### src/rtl/netled_pkg.sv
package netled_pkg;

  // Number of clock cycles in a stretch of the given length in milliseconds.
  function automatic int stretch_cycles(input longint clk_hz, input longint ms);
    longint c;
    c = (clk_hz * ms) / 1000;
    return (c < 1) ? 1 : int'(c);
  endfunction

  // Number of clock cycles in one half period of the blink.
  function automatic int half_period_cycles(input longint clk_hz, input longint blink_hz);
    longint c;
    c = clk_hz / (2 * blink_hz);
    return (c < 1) ? 1 : int'(c);
  endfunction

  // Width needed to hold values 0..maxval, never below one bit.
  function automatic int count_width(input int maxval);
    return (maxval < 2) ? 1 : $clog2(maxval + 1);
  endfunction

  // Index of each status bit inside the synchronized bundle.
  typedef enum int {
    ST_LINK  = 0,
    ST_SPEED = 1,
    ST_TX    = 2,
    ST_RX    = 3
  } status_idx_e;

  localparam int STATUS_W = 4;

endpackage

### src/rtl/netled_sync.sv
module netled_sync #(
  parameter int WIDTH = 1
) (
  input  logic             clk,
  input  logic             rst,
  input  logic [WIDTH-1:0] async_i,
  output logic [WIDTH-1:0] sync_o
);

  for (genvar b = 0; b < WIDTH; b++) begin : g_bit
    logic stage1;
    logic stage2;
    always_ff @(posedge clk) begin
      if (rst) begin
        stage1 <= 1'b0;
        stage2 <= 1'b0;
      end else begin
        stage1 <= async_i[b];
        stage2 <= stage1;
      end
    end
    assign sync_o[b] = stage2;
  end

endmodule

### src/rtl/netled_stretch.sv
module netled_stretch #(
  parameter int LENGTH = 80,
  parameter int CNT_W  = netled_pkg::count_width(LENGTH)
) (
  input  logic             clk,
  input  logic             rst,
  input  logic             clear_i,
  input  logic             load_i,
  output logic [CNT_W-1:0] remain_o,
  output logic             busy_o
);

  localparam logic [CNT_W-1:0] LOAD_VAL = CNT_W'(LENGTH);

  logic [CNT_W-1:0] remain_q;

  always_ff @(posedge clk) begin
    if (rst || clear_i) begin
      remain_q <= '0;
    end else if (load_i) begin
      remain_q <= LOAD_VAL;
    end else if (remain_q != '0) begin
      remain_q <= remain_q - 1'b1;
    end
  end

  assign remain_o = remain_q;
  assign busy_o   = (remain_q != '0);

endmodule

### src/rtl/netled_blink.sv
module netled_blink #(
  parameter int HALF  = 100,
  parameter int CNT_W = netled_pkg::count_width(HALF)
) (
  input  logic clk,
  input  logic rst,
  input  logic run_i,
  output logic phase_o,
  output logic wrap_o
);

  localparam logic [CNT_W-1:0] LAST = CNT_W'(HALF - 1);

  logic [CNT_W-1:0] tick_q;
  logic             phase_q;

  assign wrap_o = (tick_q == LAST);

  always_ff @(posedge clk) begin
    if (rst || !run_i) begin
      tick_q  <= '0;
      phase_q <= 1'b0;
    end else if (wrap_o) begin
      tick_q  <= '0;
      phase_q <= ~phase_q;
    end else begin
      tick_q  <= tick_q + 1'b1;
    end
  end

  assign phase_o = phase_q;

endmodule

### src/rtl/eth_led_driver.sv
module eth_led_driver #(
  parameter int CLK_HZ     = 50_000_000,
  parameter int STRETCH_MS = 50,
  parameter int BLINK_HZ   = 8
) (
  input  logic clk,
  input  logic rst,
  input  logic link_up_i,
  input  logic speed_100_i,
  input  logic tx_pulse_i,
  input  logic rx_pulse_i,
  output logic led_link_o,
  output logic led_speed_o
);
  import netled_pkg::*;

  localparam int STRETCH_CYC = stretch_cycles(CLK_HZ, STRETCH_MS);
  localparam int HALF_CYC    = half_period_cycles(CLK_HZ, BLINK_HZ);
  localparam int SC_W        = count_width(STRETCH_CYC);

  logic [STATUS_W-1:0] raw_status;
  logic [STATUS_W-1:0] sync_status;

  assign raw_status[ST_LINK]  = link_up_i;
  assign raw_status[ST_SPEED] = speed_100_i;
  assign raw_status[ST_TX]    = tx_pulse_i;
  assign raw_status[ST_RX]    = rx_pulse_i;

  netled_sync #(.WIDTH(STATUS_W)) u_sync (
    .clk     (clk),
    .rst     (rst),
    .async_i (raw_status),
    .sync_o  (sync_status)
  );

  // Named internal events for the checker.
  logic            link_s;
  logic            spd_s;
  logic            hit;
  logic            active;
  logic [SC_W-1:0] stretch_left;
  logic            blink_phase;
  logic            blink_wrap;

  assign link_s = sync_status[ST_LINK];
  assign spd_s  = sync_status[ST_SPEED];
  assign hit    = link_s & (sync_status[ST_TX] | sync_status[ST_RX]);

  netled_stretch #(.LENGTH(STRETCH_CYC), .CNT_W(SC_W)) u_stretch (
    .clk      (clk),
    .rst      (rst),
    .clear_i  (~link_s),
    .load_i   (hit),
    .remain_o (stretch_left),
    .busy_o   (active)
  );

  netled_blink #(.HALF(HALF_CYC)) u_blink (
    .clk     (clk),
    .rst     (rst),
    .run_i   (active),
    .phase_o (blink_phase),
    .wrap_o  (blink_wrap)
  );

  assign led_link_o  = link_s & (active ? blink_phase : 1'b1);
  assign led_speed_o = link_s & spd_s;

endmodule

### config.mk
export PLATFORM = sky130hd
export DESIGN_NAME = eth_led_driver
export DESIGN_NICKNAME = d
export VERILOG_FILES = /design/src/rtl/netled_pkg.sv /design/src/rtl/netled_sync.sv /design/src/rtl/netled_stretch.sv /design/src/rtl/netled_blink.sv /design/src/rtl/eth_led_driver.sv
export SDC_FILE = /design/constraint.sdc
export NUM_CORES = 1
export LEC_CHECK = 0
export BUFFER_PORTS_ARGS = -buffer_cell sky130_fd_sc_hd__buf_2
export CAP_MARGIN = 5
export CORE_AREA = 3 3 74 76
export DETAILED_ROUTE_END_ITERATION = 10
export DIE_AREA = 0 0 77 79
export PLACE_DENSITY = 0.71
export SYNTH_ARGS = -nofsm -noshare
export SYNTH_HDL_FRONTEND = slang
export SYNTH_HIERARCHICAL = 1
export SYNTH_SLANG_ARGS = --single-unit
### constraint.sdc
create_clock -name clk -period 2.4 [get_ports clk]
set_input_delay 0.48 -clock clk [delete_from_list [all_inputs] [get_ports clk]]
set_output_delay 0.48 -clock clk [all_outputs]
set_load 0.03 [all_outputs]
==> flow_results.xml <==
<?xml version="1.0" encoding="UTF-8"?>
<metrics>
  <group name="synth">
    <metric name="synthesis.nets" unit="">308</metric>
    <metric name="syn-instance-count" unit="">299</metric>
    <metric name="post_synth.cell_area_avg" unit="um^2">8.930</metric>
    <metric name="syn_area" unit="mm^2">0.002670</metric>
    <metric name="synthesis.yosys.warnings" unit="">6</metric>
  </group>
  <group name="detailed_routing">
    <metric name="detail-route-antenna-nets" unit="">0</metric>
    <metric name="vias_per_cell" unit="">5.850</metric>
    <metric name="violation_count_after_the_first_detailed_routing_iteration" unit="">129</metric>
    <metric name="routed-via-count" unit="">2188</metric>
    <metric name="routed_wirelength" unit="um">5423</metric>
    <metric name="drtPass1Iterations" unit="">4</metric>
    <metric name="drt-wirelength-per-cell" unit="um">14.50</metric>
    <metric name="drc" unit="">0</metric>
  </group>
  <group name="power">
    <metric name="share_comb_of_total_power" unit="%">18.7</metric>
    <metric name="internal_power" unit="mW">1.362</metric>
    <metric name="power_density" unit="mW/mm^2">654.6</metric>
    <metric name="irDropWorstVdd" unit="uV">368.3</metric>
    <metric name="power.static_leakage" unit="nW">0.9778</metric>
    <metric name="power_frac_seq" unit="%">48.1</metric>
    <metric name="switching_power" unit="mW">0.5382</metric>
    <metric name="swShare" unit="%">28.32</metric>
    <metric name="p_clk_share" unit="%">33.2</metric>
  </group>
  <group name="floorplan">
    <metric name="floorplan.io_pins" unit="">8</metric>
    <metric name="die_height" unit="um">79</metric>
    <metric name="initial_utilization" unit="%">55.79</metric>
    <metric name="coreArea" unit="mm^2">0.004786</metric>
    <metric name="dieWidth" unit="um">77</metric>
    <metric name="dieArea" unit="mm^2">0.006083</metric>
    <metric name="rows" unit="">25</metric>
  </group>
  <group name="finish">
    <metric name="drive_above_1_share" unit="%">14.98</metric>
    <metric name="final_util" unit="%">60.65</metric>
    <metric name="final-instance-count-excl-fill" unit="">374</metric>
    <metric name="syn_to_final_growth" unit="%">8.716</metric>
    <metric name="filler_cells_inserted" unit="">432</metric>
    <metric name="num-nets-final" unit="">315</metric>
    <metric name="antenna-diode-count" unit="">0</metric>
  </group>
  <group name="sta">
    <metric name="report.final.hold_viol_count" unit="">0</metric>
    <metric name="tmin_final" unit="ps">2241</metric>
    <metric name="grt_setup_unrepaired" unit="">false</metric>
    <metric name="timing.clock.skew" unit="ps">6.312</metric>
    <metric name="max_freq" unit="MHz">446.3</metric>
    <metric name="timing.final.max_slew_violations" unit="">0</metric>
    <metric name="fin_crit_sh" unit="%">93.35</metric>
    <metric name="least_margin_pin_slew" unit="ps">584.3</metric>
    <metric name="slew_headroom" unit="%">60.90</metric>
    <metric name="setup_tns" unit="ps">0</metric>
    <metric name="final-setup-viol-count" unit="">0</metric>
  </group>
  <group name="clocking">
    <metric name="clk_path_buf_depth" unit="">2</metric>
    <metric name="cts.clk_slew.worst_paths" unit="ps">100</metric>
    <metric name="tritoncts" unit="">built</metric>
    <metric name="clkSinkCount" unit="">53</metric>
    <metric name="num_cts_buffers" unit="">5</metric>
    <metric name="cts_htree_levels" unit="">2</metric>
    <metric name="cts_hold_buf" unit="">0</metric>
    <metric name="clock-root-buffer" unit="">clkbuf_8</metric>
    <metric name="clock_latency" unit="ps">310</metric>
  </group>
  <group name="worst_hold_path">
    <metric name="timing.hold.worst_endpoint" unit="">u_sync/g_bit[1].stage1</metric>
    <metric name="worstHoldPathCells" unit="">2</metric>
    <metric name="worstHoldStart" unit="">speed_100_i</metric>
    <metric name="worstHoldPathType" unit="">in2reg</metric>
  </group>
  <group name="critical_path">
    <metric name="crit_fanout" unit="">5</metric>
    <metric name="regToRegStartpoint" unit="">u_blink/tick_q[0]</metric>
    <metric name="rrSetupSlack" unit="ps">400</metric>
    <metric name="worstRegToRegCells" unit="">5</metric>
    <metric name="cp_data_arrival_time" unit="ps">1760</metric>
    <metric name="kind_of_start_point_of_the_critical_path" unit="">flop</metric>
    <metric name="worst-endpoint-required" unit="ps">1920</metric>
    <metric name="timing_worst_setup_path_type" unit="">reg2out</metric>
    <metric name="worstSetupEndpointType" unit="">output port</metric>
    <metric name="r2r-end" unit="">u_blink/tick_q[18]</metric>
  </group>
  <group name="placement">
    <metric name="io_buffers" unit="">7</metric>
    <metric name="dp.cells" unit="">363</metric>
    <metric name="gp_routability_congestion" unit="">0.7830</metric>
    <metric name="hpwl_after_detailed_placement" unit="um">3688</metric>
  </group>
  <group name="grt">
    <metric name="grt_first_pass_wirelength" unit="um">9466</metric>
    <metric name="pin_count_of_the_biggest_net_entering_global_routing" unit="">23</metric>
    <metric name="grt_pass1_vias" unit="">2050</metric>
    <metric name="grt_remaining_overflow" unit="">0</metric>
    <metric name="grt_antenna_before_repair" unit="">0</metric>
    <metric name="gr-usage-all-layers" unit="%">19.10</metric>
  </group>
  <group name="flow_run">
    <metric name="cap_viol_max_count" unit="">0</metric>
  </group>
  <group name="status">
    <metric name="status" unit="">complete, no violations</metric>
  </group>
</metrics>
-- per-layer routing --
layer	GRT usage (%)	part of all wire, %
met5	0	0
met4	7.473	1.5
met3	3.855	2.8
met2	33.54	50
met1	23.01	45
-- placed cells by master, fill, tap and decap left out, types with 3 or more instances in the layout --
cell type and n:
xnor2_1 8, nand3_1 8, nor2b_1 9, nand2b_1 9
nor3_1 14, o31ai_1 6, o31a_1 4, a211oi_1 4
clkbuf_8 5, or3_1 10, inv_1 6, nor4_4 3
nand2_1 19, or4_1 7, a21oi_1 14, ha_1 3
buf_2 7, mux2i_1 8, nand4_1 8, buf_4 11
nor4_1 5, nor2_1 26, xor2_1 4, dfxtp_1 53
o21ai_0 9, o21ai_1 3, nand4b_1 3
-- worst max-delay path: stages (launching register included) --
cell	delay (ps)
dfxtp_1	370
nor4_4	370
and4b_1	300
nand2_2	100
a21oi_2	110
buf_2	200
-- through the flow --
step	cell area, um^2	power [mW]	setup slack (ps)	hold WS, ps
floorplan	2670	1.205	253.3	413.8
global placement	2740	1.267	432.0	418.3
detailed placement	2740	1.272	400.7	426.0
CTS	2856	1.907	42.83	362.6
global route	2903	1.993	10.19	386.3
finish	2903	1.900	159.5	371.5
-- worst max-delay path by stage --
stage	startpoint	to	slack, ps	cells after the start
floorplan	u_stretch/remain_o[16]	led_link_o	250	6
global placement	u_stretch/remain_o[8]	led_link_o	430	5
detailed placement	u_stretch/remain_o[8]	led_link_o	400	5
CTS	u_stretch/remain_o[14]	led_link_o	40	5
global route	u_stretch/remain_o[15]	led_link_o	10	5
finish	u_stretch/remain_o[5]	led_link_o	160	5
-- state kept, by name, indices dropped and copies added, names as in the netlist --
signal,count
u_blink/phase_o,1
u_blink/tick_q,22
u_stretch/remain_o,22
u_sync/g_bit.stage1,4
u_sync/g_bit.stage2,4
-- power groups by stage --
stage | Sequential [mW] | Combinational, mW | Clock, mW
after floorplan | 0.930 | 0.275 | 0
after global placement | 0.933 | 0.334 | 0
after detailed placement | 0.934 | 0.338 | 0
after CTS | 0.913 | 0.339 | 0.654
after global routing | 0.918 | 0.390 | 0.685
final | 0.915 | 0.355 | 0.631
-- what timing repair did --
item,4_1_cts,5_1_grt
resized for setup,0,3
buffers inserted,0,3
endpoints found under the setup margin,0,1
-- final cells by class --
class	count	area, um^2	area share [%]
Inverter	7	26.28	0.9052
Sequential cell	53	1061	36.55
Timing Repair Buffer	18	117.6	4.052
Tap cell	67	83.83	2.888
Clock inverter	3	47.55	1.638
Clock buffer	5	68.82	2.371
Multi-Input combinational cell	221	1498	51.60
Note: power is estimated with default switching activity, not from simulation.
